<file path="config.mk">
export PLATFORM = sky130hd
export DESIGN_NAME = luxWindowIrq
export DESIGN_NICKNAME = d
export VERILOG_FILES = /design/src/rtl/luxIrqPkg.sv /design/src/rtl/luxIrqDatapath.sv /design/src/rtl/luxIrqControl.sv /design/src/rtl/luxWindowIrq.sv
export SDC_FILE = /design/constraint.sdc
export NUM_CORES = 1
export LEC_CHECK = 0
export ABC_AREA = 1
export BUFFER_PORTS_ARGS = -buffer_cell sky130_fd_sc_hd__buf_2
export CORE_AREA = 2 2 73 75
export DETAILED_ROUTE_END_ITERATION = 6
export DIE_AREA = 0 0 75 77
export GPL_ROUTABILITY_DRIVEN = 1
export HOLD_SLACK_MARGIN = 0.15
export PLACE_DENSITY_LB_ADDON = 0.15
export RECOVER_POWER = 50
export SYNTH_ARGS = -nofsm -noshare
export SYNTH_HDL_FRONTEND = slang
export SYNTH_HIERARCHICAL = 1
export SYNTH_SLANG_ARGS = --single-unit
export TNS_END_PERCENT = 20
</file>
<file path="constraint.sdc">
create_clock -name clk -period 2.5 [get_ports clk]
set_clock_uncertainty 0.2 [all_clocks]
set_input_delay 0.5 -clock clk [delete_from_list [all_inputs] [get_ports clk]]
set_output_delay 0.5 -clock clk [all_outputs]
set_load 0.01 [all_outputs]
</file>
<file path="src/rtl/luxIrqPkg.sv">
package luxIrqPkg;

  // Strobes from the control unit to the counting datapath
  typedef struct packed {
    logic cntClear;
    logic cntAdvance;
  } cntStrobe_t;

endpackage

</file>
<file path="src/rtl/luxIrqDatapath.sv">
module luxIrqDatapath
  import luxIrqPkg::*;
#(
  parameter int DATA_W = 16,
  parameter int CNT_W  = 6
) (
  input  logic              clk,
  input  logic              rstN,
  input  logic [DATA_W-1:0] sampleData,
  input  logic [DATA_W-1:0] lowBound,
  input  logic [DATA_W-1:0] highBound,
  input  logic [CNT_W-1:0]  targetCount,
  input  cntStrobe_t        strobes,
  output logic              outOfWindow,
  output logic [CNT_W-1:0]  nextCount
);

  logic [CNT_W-1:0] runCount;
  logic             belowLow;
  logic             aboveHigh;

  // Window comparison: equality with a bound counts as inside
  always_comb begin
    belowLow    = sampleData < lowBound;
    aboveHigh   = sampleData > highBound;
    outOfWindow = belowLow || aboveHigh;
  end

  // Saturating increment: never passes the run length
  always_comb begin
    if (runCount >= targetCount) nextCount = targetCount;
    else                         nextCount = runCount + 1'b1;
  end

  always_ff @(posedge clk or negedge rstN) begin
    if (!rstN)                   runCount <= '0;
    else if (strobes.cntClear)   runCount <= '0;
    else if (strobes.cntAdvance) runCount <= nextCount;
  end

  // without a strobe the count holds
  a_r5_count_holds: assert property (@(posedge clk) disable iff (!rstN)
    (!strobes.cntClear && !strobes.cntAdvance) |=> $stable(runCount));

  // an advance never moves the count past the run length
  a_r8_saturates: assert property (@(posedge clk) disable iff (!rstN)
    strobes.cntAdvance |=> (runCount <= $past(targetCount)));

endmodule

</file>
<file path="src/rtl/luxIrqControl.sv">
module luxIrqControl
  import luxIrqPkg::*;
#(
  parameter int PERS_W = 4,
  parameter int CNT_W  = 6
) (
  input  logic              clk,
  input  logic              rstN,
  input  logic              sampleValid,
  input  logic              outOfWindow,
  input  logic [CNT_W-1:0]  nextCount,
  input  logic [PERS_W-1:0] persistSel,
  input  logic              clearCmd,
  output logic [CNT_W-1:0]  targetCount,
  output cntStrobe_t        strobes,
  output logic              statusFlag
);

  logic everySample;
  logic runComplete;
  logic setEvent;

  // Selector decode: 0..3 map directly, higher codes step by five
  always_comb begin
    if (persistSel <= PERS_W'(3)) targetCount = CNT_W'(persistSel);
    else                          targetCount = CNT_W'(5 * (int'(persistSel) - 3));
  end

  always_comb begin
    everySample         = (persistSel == '0);
    runComplete         = outOfWindow && (nextCount >= targetCount);
    setEvent            = sampleValid && (everySample || runComplete);
    strobes.cntClear    = sampleValid && !outOfWindow;
    strobes.cntAdvance  = sampleValid && outOfWindow;
  end

  // Sticky flag: a set beats a clear in the same cycle
  always_ff @(posedge clk or negedge rstN) begin
    if (!rstN)         statusFlag <= 1'b0;
    else if (setEvent) statusFlag <= 1'b1;
    else if (clearCmd) statusFlag <= 1'b0;
  end

  // the flag stays up until a clear command
  a_r6_sticky: assert property (@(posedge clk) disable iff (!rstN)
    (statusFlag && !clearCmd) |=> statusFlag);

  // a simultaneous set and clear leaves the flag set
  a_r7_set_wins: assert property (@(posedge clk) disable iff (!rstN)
    (setEvent && clearCmd) |=> statusFlag);

  // with selector zero every valid sample raises the flag
  a_r4_every_sample: assert property (@(posedge clk) disable iff (!rstN)
    (sampleValid && persistSel == '0) |=> statusFlag);

  // a clear with no sample drops the flag
  a_r6_clear_drops: assert property (@(posedge clk) disable iff (!rstN)
    (clearCmd && !sampleValid) |=> !statusFlag);

endmodule

</file>
<file path="src/rtl/luxWindowIrq.sv">
module luxWindowIrq
  import luxIrqPkg::*;
#(
  parameter int DATA_W = 16,
  parameter int PERS_W = 4
) (
  input  logic              clk,
  input  logic              rstN,
  input  logic              sampleValid,
  input  logic [DATA_W-1:0] sampleData,
  input  logic [DATA_W-1:0] lowBound,
  input  logic [DATA_W-1:0] highBound,
  input  logic [PERS_W-1:0] persistSel,
  input  logic              irqEnable,
  input  logic              clearCmd,
  output logic              statusFlag,
  output logic              irqPin
);

  localparam int MAX_RUN = 5 * ((1 << PERS_W) - 4);
  localparam int CNT_W   = $clog2(MAX_RUN + 1);

  cntStrobe_t       strobes;
  logic             outOfWindow;
  logic [CNT_W-1:0] nextCount;
  logic [CNT_W-1:0] targetCount;

  luxIrqDatapath #(.DATA_W(DATA_W), .CNT_W(CNT_W)) u_datapath (
    .clk        (clk),
    .rstN       (rstN),
    .sampleData (sampleData),
    .lowBound   (lowBound),
    .highBound  (highBound),
    .targetCount(targetCount),
    .strobes    (strobes),
    .outOfWindow(outOfWindow),
    .nextCount  (nextCount)
  );

  luxIrqControl #(.PERS_W(PERS_W), .CNT_W(CNT_W)) u_control (
    .clk        (clk),
    .rstN       (rstN),
    .sampleValid(sampleValid),
    .outOfWindow(outOfWindow),
    .nextCount  (nextCount),
    .persistSel (persistSel),
    .clearCmd   (clearCmd),
    .targetCount(targetCount),
    .strobes    (strobes),
    .statusFlag (statusFlag)
  );

  always_comb irqPin = statusFlag && irqEnable;

  // a disabled output never asserts the pin
  always_comb begin
    if (rstN && !irqEnable) a_r9_gate: assert (!irqPin);
  end

endmodule

</file>
# Word-level counts from Yosys, hierarchy flattened
# Cells that the tools add are included.
dict set report op_classes {
  addsub 2
  n_mul 1
  div_mod_pow 0
  magnitude_cmp 5
  n_eq_ne 0
  shift 0
  muxes 6
  bitwise 0
  reduce_logical 11
}
# operator count
set op_table {}
lappend op_table {{$mul A4 B32 Y6 const A} 1}
lappend op_table {{$mux W6} 4}
lappend op_table {{$gt A16 B16 Y1} 1}
lappend op_table {{$lt A16 B16 Y1} 1}
lappend op_table {{$ge A6 B6 Y1} 2}
lappend op_table {{$add A6 B1 Y6 const B} 1}
lappend op_table {{$logic_and A1 B1 Y1} 5}
lappend op_table {{$sub A4 B2 Y5 const B} 1}
lappend op_table {{$le A4 B2 Y1 const B} 1}
lappend op_table {{$logic_not A4 Y1} 1}
lappend op_table {{$reduce_bool A2 Y1} 2}
lappend op_table {{$logic_or A1 B1 Y1} 2}
lappend op_table {{$mux W1} 2}
lappend op_table {{$logic_not A1 Y1} 1}
dict set report totals {
  regBits 7
  latch_bits 0
  ramBits 0
  mem_bits_ro 0
  in_bits 57
  output_inout_bits 2
  word_cells 27
  memories 0
}

# Depth between registers and ports, before layout
# Gate-level depths: netlist (run 1).
dict set report logic_depth {
  word_depth 10
  mapped_depth 30
  depth_no_buf 30
}

# By module
# Netlist (run 1), hierarchy kept.
# mod instances cells_per_inst area_each_um2 seq_area_each_um2
set modules_own_cells {}
lappend modules_own_cells {luxIrqDatapath 1 224 1402.6 150.1}
lappend modules_own_cells {luxIrqControl 1 80 534.3 25.0}
lappend modules_own_cells {luxWindowIrq 1 2 7.5 0.0}

# Least setup slack after synthesis (run 1)
# Ideal clock, no wire load.
dict set report synth_timing {
  path_type {input port to flip-flop}
  from {input persistSel[0]}
  to {register u_control.statusFlag}
  setup_ps 121
  arrival_ps 3779
  required_time_ps 2179
  setup_slack_ps -1600
  cell_stages 28
  n_path_buf 0
  path_cell_list {ha_1 inv_1 nand2_2 inv_2 ha_1 inv_1 fa_1 xor2_1 nand3_2 a21oi_1 inv_1 ha_1 nand2_1 inv_1 nand2_1 nand2_1 inv_2 nand2_4 inv_2 nand2_1 and2_1 ha_1 nand2_1 a21oi_1 nor2_1 nand3b_1 nand2_1 nand2_1}
}
dict set report synth_between {
  elab_chain_cells 10
  word_cells_on_any_way 13
  classes_between {add/sub (1); mul (1); order compare (3); mux (3); reduce/logical (5)}
}
# item line
set synth_lines {}
lappend synth_lines {{from (decl)} luxWindowIrq.sv:13} ;# input logic [PERS_W-1:0] persistSel,
lappend synth_lines {{$sub A4 B2 Y5} luxIrqControl.sv:26} ;# else targetCount = CNT_W'(5 * (int'(persistSel) - 3));
lappend synth_lines {{$mul A4 B32 Y6} luxIrqControl.sv:26}
lappend synth_lines {{$mux W6 (*)} luxIrqControl.sv:25} ;# if (persistSel <= PERS_W'(3)) targetCount = CNT_W'(persistSel);
lappend synth_lines {{named net targetCount[5]} luxWindowIrq.sv:26} ;# logic [CNT_W-1:0] targetCount;
lappend synth_lines {{$ge A6 B6 Y1 (*)} luxIrqDatapath.sv:31} ;# if (runCount >= targetCount) nextCount = targetCount;
lappend synth_lines {{$mux W6 (*)} luxIrqDatapath.sv:31}
lappend synth_lines {{named net nextCount[4]} luxWindowIrq.sv:25} ;# logic [CNT_W-1:0] nextCount;
lappend synth_lines {{$ge A6 B6 Y1 (*)} luxIrqControl.sv:31} ;# runComplete = outOfWindow && (nextCount >= targetCount);
lappend synth_lines {{$logic_and A1 B1 Y1 (*)} luxIrqControl.sv:31}
lappend synth_lines {{$logic_or A1 B1 Y1 (*)} luxIrqControl.sv:32} ;# setEvent = sampleValid && (everySample || runComplete);
lappend synth_lines {{$logic_and A1 B1 Y1 (*)} luxIrqControl.sv:32}
lappend synth_lines {{$mux W1 or $reduce_bool A2 Y1 (tied branches)} n/a}
lappend synth_lines {{to (signal assigned)} luxIrqControl.sv:39} ;# if (!rstN) statusFlag <= 1'b0;
lappend synth_lines {{to (signal assigned)} luxIrqControl.sv:40} ;# else if (setEvent) statusFlag <= 1'b1;
lappend synth_lines {{to (signal assigned)} luxIrqControl.sv:41} ;# else if (clearCmd) statusFlag <= 1'b0;
lappend synth_lines {{to (decl)} luxIrqControl.sv:16} ;# output logic statusFlag
# The timed path passes the listed nets; every way through them passes the cells marked *.
# A chain may end at the register's enable or synchronous reset.

# Final worst setup path (run 1)
dict set report layout_timing {
  from {input persistSel[1]}
  to {register u_control.statusFlag}
}
# Same word-level chain as after synthesis.

==> results of run 1 <==
-- routing by layer --
layer,track usage,vias up,part of all wire
met4,0.05000,0,0.017
met5,0,-,0
met2,0.3263,55,0.51
met3,0.01051,9,0.033
li1,-,1173,-
met1,0.2086,936,0.44
-- worst max-delay path, cell delays in order --
cell	delay, ns
buf_12	0.12
ha_4	0.17
xnor2_2	0.15
ha_2	0.22
ha_4	0.13
inv_2	0.03
fa_2	0.39
xor2_2	0.16
inv_1	0.07
nand3_2	0.07
a21oi_2	0.18
inv_2	0.06
ha_4	0.23
nand2_4	0.06
inv_2	0.03
nand2_1	0.05
nand2_1	0.06
inv_2	0.10
nand2_4	0.09
inv_6	0.10
nand2_4	0.05
and2_4	0.15
ha_4	0.27
nand2_4	0.05
nor3_2	0.15
nand3b_1	0.12
nand2_1	0.05
nand2_1	0.05
-- cells by family after synthesis --
kind of cell	after synthesis	synth area share
simple gates	135	0.3095
buf+inv	76	0.1467
fa+ha+maj	51	0.3320
compound gates	32	0.09910
flops	7	0.09009
xor+xnor	5	0.02253
-- what timing repair did --
action	CTS	global route
hold buffers	1	0
gates resized for setup	27	14
gates cloned	1	0
hold endpoints to repair	7	0
endpoints found under the setup margin	7	7
pin swaps	26	24
buffers inserted	4	5
-- registers in the layout (all words and copies together) (netlist names) --
signal / cells
u_control/statusFlag: 1
u_datapath/runCount: 6
-- metrics by stage --
step | util | instances | power, W
after floorplan | - | 306 | 0.001197
after global placement | 0.5405 | 470 | 0.001697
after detailed placement | 0.5405 | 470 | 0.001730
after CTS | 0.5817 | 480 | 0.002257
after global routing | 0.5998 | 485 | 0.002746
final | 0.5998 | 485 | 0.002501
-- cell usage in the layout (no fill, tap or decap), types with 3 or more instances in the layout --
cell type,netlist,routed
nand2_1,84,72
nand3_2,3,4
nor3_1,4,3
nor2_2,3,4
nand2_4,1,7
nand3_1,12,11
buf_2,0,54
clkbuf_8,0,3
buf_4,0,46
and2_4,0,3
ha_4,0,8
a21oi_2,0,3
dfrtp_1,7,7
a21oi_1,17,14
inv_1,70,64
nor2_1,14,13
nand2_2,7,13
o21ai_0,6,5
ha_1,50,41
inv_2,6,10
-- area by class of cell --
class                      count  area [µm²]  area share
clock buffer                   4       45.04     0.01509
tap                           70       87.58     0.02934
timing repair buffer         104       669.4      0.2242
sequential                     7       175.2     0.05868
multi-input combinational    224        1715      0.5746
inverter                      76       292.8     0.09807
-- how the worst max path moves through the flow --
stage,endpoint,slack [ns],cells past startpoint
2_1_floorplan,u_control/statusFlag$_DFFE_PN0P_,-1.42,28
3_3_place_gp,u_control/statusFlag$_DFFE_PN0P_,-1.76,27
3_5_place_dp,u_control/statusFlag$_DFFE_PN0P_,-1.87,26
4_1_cts,u_control/statusFlag$_DFFE_PN0P_,-1.33,28
5_1_grt,u_control/statusFlag$_DFFE_PN0P_,-1.56,28
6_report,u_control/statusFlag$_DFFE_PN0P_,-1.38,28
-- power groups by stage --
| stage | combinational [W] | clock (W) | sequential, W |
|---|---|---|---|
| after global placement | 0.00147 | 0 | 0.000228 |
| after floorplan | 0.000967 | 0 | 0.000230 |
| after global routing | 0.00234 | 0.000173 | 0.000236 |
| after CTS | 0.00186 | 0.000168 | 0.000230 |
| after detailed placement | 0.00150 | 0 | 0.000228 |
| final | 0.00210 | 0.000167 | 0.000234 |
==> run summary, run 1 <==
status - complete, but fails checks
failing checks - negative setup slack
Filler cells - 502
CTS buffer count - 3
Hold Worst Slack - 0.3689 ns
crit path DAT - 3.86 ns
Crit Path Class - in2reg
latest clock arrival within the worst-skew pair - 0.24 ns
worst min-delay path class - in2reg
Hold Startpoint - clearCmd
Unique masters post-synth - 27
fmax - 257.7 MHz
die footprint - 5775 µm²
Peak VDD IR - 411.3 µV
Seq/Total Area, Yosys - 0.09009
slack of the critical path - -1.381 ns
Int Pwr - 0.001320 W
final hold violation count - 0
hpwl dp - 4181 µm
FFs w/ async S/R, synth - 1.000
synth top area cells - ha_1 32%, nand2_1 16%, inv_1 14%
Clk pwr share - 0.067
# IOs - 59
Gate power share - 0.840
Critical Path Start Type - primary input
hold path depth - 4
sw frac - 0.4721
DRC viols - 0
row count - 26
area of placed instances - 2690 µm²
initial core utilization - 0.3906
syn avg cell area - 6.354 µm²
first-pass GRT wire length - 8066 µm
worst reg2reg startpoint - u_datapath/runCount[4]$_DFFE_PN0P_
Critical path origin - persistSel[1]
antenna violations before repair - 0
Critical Path Sink Type - flop
Vias per Instance - 4.480
grt ovf - 0
worst reg2reg path endpoint - u_control/statusFlag$_DFFE_PN0P_
Clock Tree Buf Depth - 2
drt total wl - 4971 µm
clock-pin slew on the worst setup and hold paths - 0.04 ns
Final ANT Viol Nets - 0
Post-Syn Nets - 414
Worst Path Max Fanout - 5
cell area after layout - 2985 µm²
htree depth - 1
Vias - 2173
sequential power share - 0.094
Post-Place Worst Slack - -1.866 ns
Worst Hold Path EP - u_control/statusFlag$_DFFE_PN0P_
Die Y - 77 µm
internal reg-to-reg setup slack - 0.11 ns
max_slew headroom - 0.7283
Period minus WS final - 3.881 ns
die width - 75 µm
Critical Path RT - 2.48 ns
# Max-Cap Violations - 0
vias in the first global route - 1974
setup violators final - 7
cell count after synthesis - 306
CTS root buf - clkbuf_8
DR pass1 iterations - 4
Post-synth EDFFs - 0
antenna diode count - 0
Synth top cells by count - 84 x nand2_1, 70 x inv_1, 50 x ha_1
Slew @ Worst Pin - 0.4075 ns
most common cell in the netlist - nand2_1
Yosys top cell by area - ha_1
dominant synthesized flop cell - dfrtp_1
share of layout cells above drive strength 1 - 0.4072
CTS sink cnt - 7
number of port buffers - 58
Setup Total Neg Slack - -6.629 ns
CTS tree - yes
Syn-to-layout area delta - 53.54%
period utilization - 1.552
Final nets - 524
r2r worst-path depth - 16
Post-Syn Area - 1944 µm²
Static Leakage - 1.785 nW
global placer's final weighted congestion - 0.8900
Net Sw Power - 0.001181 W
area share of the largest cell type after synthesis - 0.3218
Final Max Tran Viols - 0
Yosys warnings - 6
core area - 4977 µm²
synthesized flop and latch total - 7
pin count of the biggest net entering global routing - 8
PwrDens - 837.6 nW/µm²
number of DRC markers in iteration 0 - 66
drt wl/cell - 10.25 µm
Overall Global Routing Usage - 0.1756
unrepaired setup endpoints after global routing - true
Power figures use the tool's default switching activity.
==> run 2, diff against run 1 <==
--- a/config.mk
+++ b/config.mk
@@ -6,7 +6,7 @@
 export NUM_CORES = 1
 export LEC_CHECK = 0
 export ABC_AREA = 1
-export BUFFER_PORTS_ARGS = -buffer_cell sky130_fd_sc_hd__buf_2
+export BUFFER_PORTS_ARGS = -buffer_cell sky130_fd_sc_hd__clkbuf_2
 export CORE_AREA = 2 2 73 75
 export DETAILED_ROUTE_END_ITERATION = 6
 export DIE_AREA = 0 0 75 77
==> constraint.sdc (replaced) <==
create_clock -name clk -period 4.7 [get_ports clk]
set_clock_uncertainty 0.2 [all_clocks]
set_input_delay 0.94 -clock clk [delete_from_list [all_inputs] [get_ports clk]]
set_output_delay 0.94 -clock clk [all_outputs]
set_load 0.01 [all_outputs]
==> run summary, run 2 (synthesis results as in run 1) <==
status - finished clean
Cell Count, Final, Fillers Out - 457
Gate power share - 0.769
Final nets - 496
antenna diode count - 0
WP buf/inv - 8
drt wl/cell - 9.217 µm
Final Max Tran Viols - 0
CTS buffer count - 3
max reg flops - 6
Critical Path RT - 4.61 ns
Static Leakage - 1.633 nW
max incr delay on CP - 0.35 ns
crit-path leading delay family - adder cells
die footprint - 5775 µm²
sw frac - 0.4853
CP max stage cell - fa_2
# IOs - 59
share of layout cells above drive strength 1 - 0.3049
Vias - 1997
Peak VDD IR - 184.1 µV
Die Y - 77 µm
Clk pwr share - 0.087
crit path DAT - 4.30 ns
clock-pin slew on the worst setup and hold paths - 0.04 ns
commonest non-fill, non-tap cells in the layout - 82 x nand2_1, 66 x inv_1, 55 x clkbuf_2
latest clock arrival within the worst-skew pair - 0.23 ns
DR pass1 iterations - 4
final hold violation count - 0
Int Pwr - 0.0004984 W
initial core utilization - 0.3906
setup violators final - 0
drt total wl - 4212 µm
Slew @ Worst Pin - 0.4960 ns
Cells after DPL - 451
Syn-to-layout area delta - 33.08%
sequential power share - 0.144
Setup Total Neg Slack - 0 ns
number of port buffers - 58
Crit Path Class - in2reg
max_slew headroom - 0.6658
vias in the first global route - 1825
CTS root buf - clkbuf_8
global placer's final weighted congestion - 0.8217
Final ANT Viol Nets - 0
biggest regs - u_datapath/runCount (6), u_control/statusFlag (1)
period utilization - 0.9336
unrepaired setup endpoints after global routing - false
Net Sw Power - 0.0004698 W
slack of the critical path - 0.3120 ns
Overall Global Routing Usage - 0.1566
most frequent CP cell - nand2_1
Worst Path Max Fanout - 5
Critical Path Sink Type - flop
Clock Tree Buf Depth - 2
antenna violations before repair - 0
pin count of the biggest net entering global routing - 11
PwrDens - 374.2 nW/µm²
Post-Place Worst Slack - -0.1831 ns
Vias per Instance - 4.370
Critical Path Start Type - primary input
commonest non-fill, non-tap cell in the layout - nand2_1
core area - 4977 µm²
fmax - 227.9 MHz
CTS sink cnt - 7
row count - 26
Period minus WS final - 4.388 ns
htree depth - 1
Top reg by flops - u_datapath/runCount
number of DRC markers in iteration 0 - 45
grt ovf - 0
worst min-delay path class - reg2reg
DRC viols - 0
CTS tree - yes
first-pass GRT wire length - 7410 µm
die width - 75 µm
# Max-Cap Violations - 0
hpwl dp - 3867 µm
[run 2: changes by cell type in the layout (fill, tap and decap cells not counted), moves of 3 or more]
cell | previous run | this run
ha_4 | 8 | 3
clkbuf_2 | 0 | 55
nand2_4 | 7 | 2
buf_4 | 46 | 18
and2_4 | 3 | 0
nand2_2 | 13 | 9
buf_2 | 54 | 0
ha_1 | 41 | 47
and2_1 | 0 | 3
nand2_1 | 72 | 82
[run 2: power groups by stage]
stage               Combinational [W]  Clock [W]  Sequential (W)
detailed placement           0.000708          0        0.000140
floorplan                    0.000496          0        0.000122
global route                 0.000878  0.0000907        0.000146
global placement             0.000701          0        0.000139
finish                       0.000745  0.0000841        0.000139
CTS                          0.000712  0.0000875        0.000140
[run 2: final timing paths]
path | slack, ns | to | from | depth (start not counted)
setup reg to reg | 2.27 | u_control/statusFlag$_DFFE_PN0P_ | u_datapath/runCount[0]$_DFFE_PN0P_ | 16
min in group asynchronous | 0.39 | u_datapath/runCount[0]$_DFFE_PN0P_ | rstN | 1
hold reg to reg | 0.37 | u_control/statusFlag$_DFFE_PN0P_ | u_control/statusFlag$_DFFE_PN0P_ | 2
max in group asynchronous | 3.64 | u_datapath/runCount[1]$_DFFE_PN0P_ | rstN | 1
setup / recovery | 0.31 | u_control/statusFlag$_DFFE_PN0P_ | persistSel[0] | 29
hold / removal | 0.37 | u_control/statusFlag$_DFFE_PN0P_ | u_control/statusFlag$_DFFE_PN0P_ | 2
[run 2: per-stage QoR]
stage	utilization	total power (W)	cell area, µm²	hold WS [ns]
after CTS	0.5015	0.0009390	2496	0.3378
after floorplan	-	0.0006186	1944	0.2962
after global routing	0.5199	0.001115	2587	0.3966
after detailed placement	0.4922	0.0008489	2450	0.3681
final	0.5199	0.0009682	2587	0.3651
after global placement	0.4922	0.0008404	2450	0.3407
[run 2: worst register-to-register path: cells and delay by family (launching register included)]
kind,cells,cell delay [ns]
flops,1,0.45
simple gates,10,0.79
buf+inv,2,0.14
compound gates,2,0.17
fa+ha+maj,2,0.57
[run 2: timing repair]
| action | CTS | global route |
|---|---|---|
| gates resized for setup | 0 | 21 |
| setup buffers | 0 | 1 |
| endpoints found under the setup margin | 0 | 1 |
| hold buffers | 0 | 0 |
[run 2: cell type report]
class	count	area, µm²
Multi-Input combinational cell	224	1562
Inverter	76	287.8
Fill cell	515	2390
Timing Repair Buffer	76	429.2
Clock buffer	3	41.29
Tap cell	70	87.58
Sequential cell	7	175.2
Clock inverter	1	5.005
[run 2: layer usage]
metal	share of wire	routed length, µm	GRT usage	up-vias
li1	-	-	-	1116
met1	0.50	2122	0.2166	848
met2	0.46	1928	0.2596	33
met3	0.038	160	0.02628	0
met4	0	0	0.01607	0
met5	0	0	0	-
==> run 3, diff against run 2 <==
--- a/config.mk
+++ b/config.mk
@@ -5,14 +5,13 @@
 export SDC_FILE = /design/constraint.sdc
 export NUM_CORES = 1
 export LEC_CHECK = 0
-export ABC_AREA = 1
 export BUFFER_PORTS_ARGS = -buffer_cell sky130_fd_sc_hd__clkbuf_2
-export CORE_AREA = 2 2 73 75
+export CORE_AREA = 2 2 72 74
 export DETAILED_ROUTE_END_ITERATION = 6
-export DIE_AREA = 0 0 75 77
+export DIE_AREA = 0 0 74 76
 export GPL_ROUTABILITY_DRIVEN = 1
 export HOLD_SLACK_MARGIN = 0.15
-export PLACE_DENSITY_LB_ADDON = 0.15
+export PLACE_DENSITY_LB_ADDON = 0.1
 export RECOVER_POWER = 50
 export SYNTH_ARGS = -nofsm -noshare
 export SYNTH_HDL_FRONTEND = slang
==> constraint.sdc (replaced) <==
create_clock -name clk -period 4.8 [get_ports clk]
set_clock_uncertainty 0.2 [all_clocks]
set_input_delay 0.96 -clock clk [delete_from_list [all_inputs] [get_ports clk]]
set_output_delay 0.96 -clock clk [all_outputs]
set_load 0.01 [all_outputs]
==> run summary, run 3 <==
sequential power share - 0.132
Int Pwr - 0.0005008 W
antenna diode count - 0
latest clock arrival within the worst-skew pair - 0.23 ns
post-layout util - 0.5183
Top reg by flops - u_datapath/runCount
hpwl dp - 3828 µm
worst min-delay path class - reg2reg
compound-gate portion of the synthesized area - 0.1997
Worst Path Max Fanout - 3
die width - 74 µm
synth top area cells - ha_1 33%, inv_1 10%, dfrtp_1 9.3%
unrepaired setup endpoints after global routing - true
FFs w/ async S/R, synth - 1.000
area share of the largest cell type after synthesis - 0.3318
status - finished clean
Overall Global Routing Usage - 0.1611
commonest non-fill, non-tap cells in the layout - 55 x clkbuf_2, 49 x inv_1, 45 x ha_1
PwrDens - 352.2 nW/µm²
r2r worst-path depth - 11
core area - 4912 µm²
clock-pin slew on the worst setup and hold paths - 0.05 ns
Final nets - 435
htree depth - 1
Yosys warnings - 6
CTS tree - yes
synthesized flop and latch total - 7
drt wl/cell - 11.13 µm
# IOs - 59
Post-Place Worst Slack - -0.2473 ns
Seq/Total Area, Yosys - 0.09290
Vias - 1913
Gate power share - 0.772
Period minus WS final - 4.728 ns
Net Sw Power - 0.0003958 W
CP cell instances - buf_6, buf_6, a21oi_4, xor2_2, ha_1, ha_2, inv_2, fa_2, xor2_4, mux2i_1, o21ai_2, a21o_1, inv_2, ha_4, o211ai_1, o221ai_2, mux2_4, ha_1, o211ai_1, a21oi_2, nor4_2, o21ai_1
max reg flops - 6
Post-Synth Adder-Cell Area - 0.3424
worst reg2reg path endpoint - u_control/statusFlag$_DFFE_PN0P_
Clock Tree Buf Depth - 2
CTS sink cnt - 7
grt ovf - 0
cell count after synthesis - 249
Crit Path Class - in2reg
share of layout cells above drive strength 1 - 0.3190
vias in the first global route - 1831
Cell Count, Final, Fillers Out - 396
Final ANT Viol Nets - 0
global placer's final weighted congestion - 0.7440
die footprint - 5624 µm²
number of DRC markers in iteration 0 - 52
period utilization - 0.9851
Slew @ Worst Pin - 0.5834 ns
post-synthesis share of cell area spent on xor and xnor gates - 0.03185
first-pass GRT wire length - 7472 µm
DR pass1 iterations - 4
CTS Hold Buffers Added - 0
setup violators final - 0
Clk pwr share - 0.096
biggest regs - u_datapath/runCount (6), u_control/statusFlag (1)
Post-synth EDFFs - 0
syn avg cell area - 7.573 µm²
Critical Path Sink Type - flop
max_slew headroom - 0.6103
Unique masters post-synth - 46
Critical Path Start Type - primary input
sw frac - 0.4414
fmax - 211.5 MHz
CTS buffer count - 3
max incr delay on CP - 0.39 ns
Post-Syn Area - 1886 µm²
number of port buffers - 58
Static Leakage - 1.403 nW
dominant synthesized flop cell - dfrtp_1
CP max stage cell - fa_2
CTS root buf - clkbuf_8
row count - 26
final hold violation count - 0
hold path depth - 2
crit-path leading delay family - adder cells
Vias per Instance - 4.831
cell area after layout - 2546 µm²
Setup Total Neg Slack - 0 ns
drt total wl - 4409 µm
Worst Hold Path EP - u_control/statusFlag$_DFFE_PN0P_
WP buf/inv - 4
Die Y - 76 µm
antenna violations before repair - 0
Cells after DPL - 390
Final Max Tran Viols - 0
area of placed instances - 2372 µm²
Critical Path RT - 4.71 ns
# Max-Cap Violations - 0
crit path DAT - 4.64 ns
Peak VDD IR - 335.0 µV
largest family of logic cells by synthesized area - adder cells
pin count of the biggest net entering global routing - 14
internal reg-to-reg setup slack - 2.03 ns
Hold Startpoint - u_control/statusFlag$_DFFE_PN0P_
commonest non-fill, non-tap cell in the layout - clkbuf_2
Synth top cells by count - 52 x inv_1, 50 x ha_1, 16 x a21oi_1
slack of the critical path - 0.07151 ns
worst reg2reg startpoint - u_datapath/runCount[2]$_DFFE_PN0P_
Post-Syn Nets - 357
Yosys top cell by area - ha_1
DRC viols - 0
portion of netlist area occupied by mux cells - 0.03251
initial core utilization - 0.3839
Syn-to-layout area delta - 35.04%
simple-gate share of the synthesized area - 0.1838
most common cell in the netlist - inv_1
-- run 3: layout make-up --
cell class	instances	area, µm²
Fill cell	491	2366
Multi-Input combinational cell	186	1598
Timing Repair Buffer	77	445.4
Inverter	52	195.2
Sequential cell	7	175.2
Tap cell	70	87.58
Clock buffer	4	45.04
-- run 3: what timing repair did --
action	4_1_cts	5_1_grt
endpoints found under the setup margin	1	1
resized for setup	1	30
gates cloned	0	1
pin swaps	0	21
buffers inserted	0	1
-- run 3: power by group through the flow --
stage          logic [W]  clock network [W]  registers [W]
2_1_floorplan   0.000458                  0       0.000107
3_3_place_gp    0.000605                  0       0.000117
3_5_place_dp    0.000609                  0       0.000117
4_1_cts         0.000614          0.0000880       0.000116
5_1_grt         0.000784          0.0000912       0.000121
6_report        0.000692          0.0000857       0.000118
-- run 3: cells by family (layout without fill, tap and decap cells) --
family	Yosys count	count (layout)
AND/OR/NAND/NOR	65	65
AO/OA/AOI/OAI	58	58
buffers and inverters	56	133
adder cells (fa/ha/maj)	51	51
flip-flops	7	7
XOR/XNOR	6	6
multiplexers	6	6
-- run 3: tightest hold or removal path, delay by kind of cell, from the launching register on --
family,cells,cell delay (ns)
compound gates,2,0.16
flops,1,0.40
-- run 3: worst max-delay path by stage --
stage | start | end | depth (start not counted)
2_1_floorplan | persistSel[1] | u_control/statusFlag$_DFFE_PN0P_ | 24
3_3_place_gp | persistSel[0] | u_control/statusFlag$_DFFE_PN0P_ | 21
3_5_place_dp | persistSel[0] | u_control/statusFlag$_DFFE_PN0P_ | 21
4_1_cts | persistSel[0] | u_control/statusFlag$_DFFE_PN0P_ | 21
5_1_grt | persistSel[1] | u_control/statusFlag$_DFFE_PN0P_ | 25
6_report | persistSel[1] | u_control/statusFlag$_DFFE_PN0P_ | 22
-- run 3: routing by layer --
metal,GRT usage,vias up,part of all wire
li1,-,1025,-
met1,0.2000,837,0.45
met2,0.2920,47,0.50
met3,0.01455,4,0.044
met4,0.03818,0,0.0048
met5,0,-,0
-- run 3: through the flow --
stage	power [W]	hold slack, ns
after floorplan	0.0005648	0.3271
after global placement	0.0007216	0.3863
after detailed placement	0.0007254	0.4000
after CTS	0.0008173	0.3728
after global routing	0.0009967	0.4211
final	0.0008967	0.4035
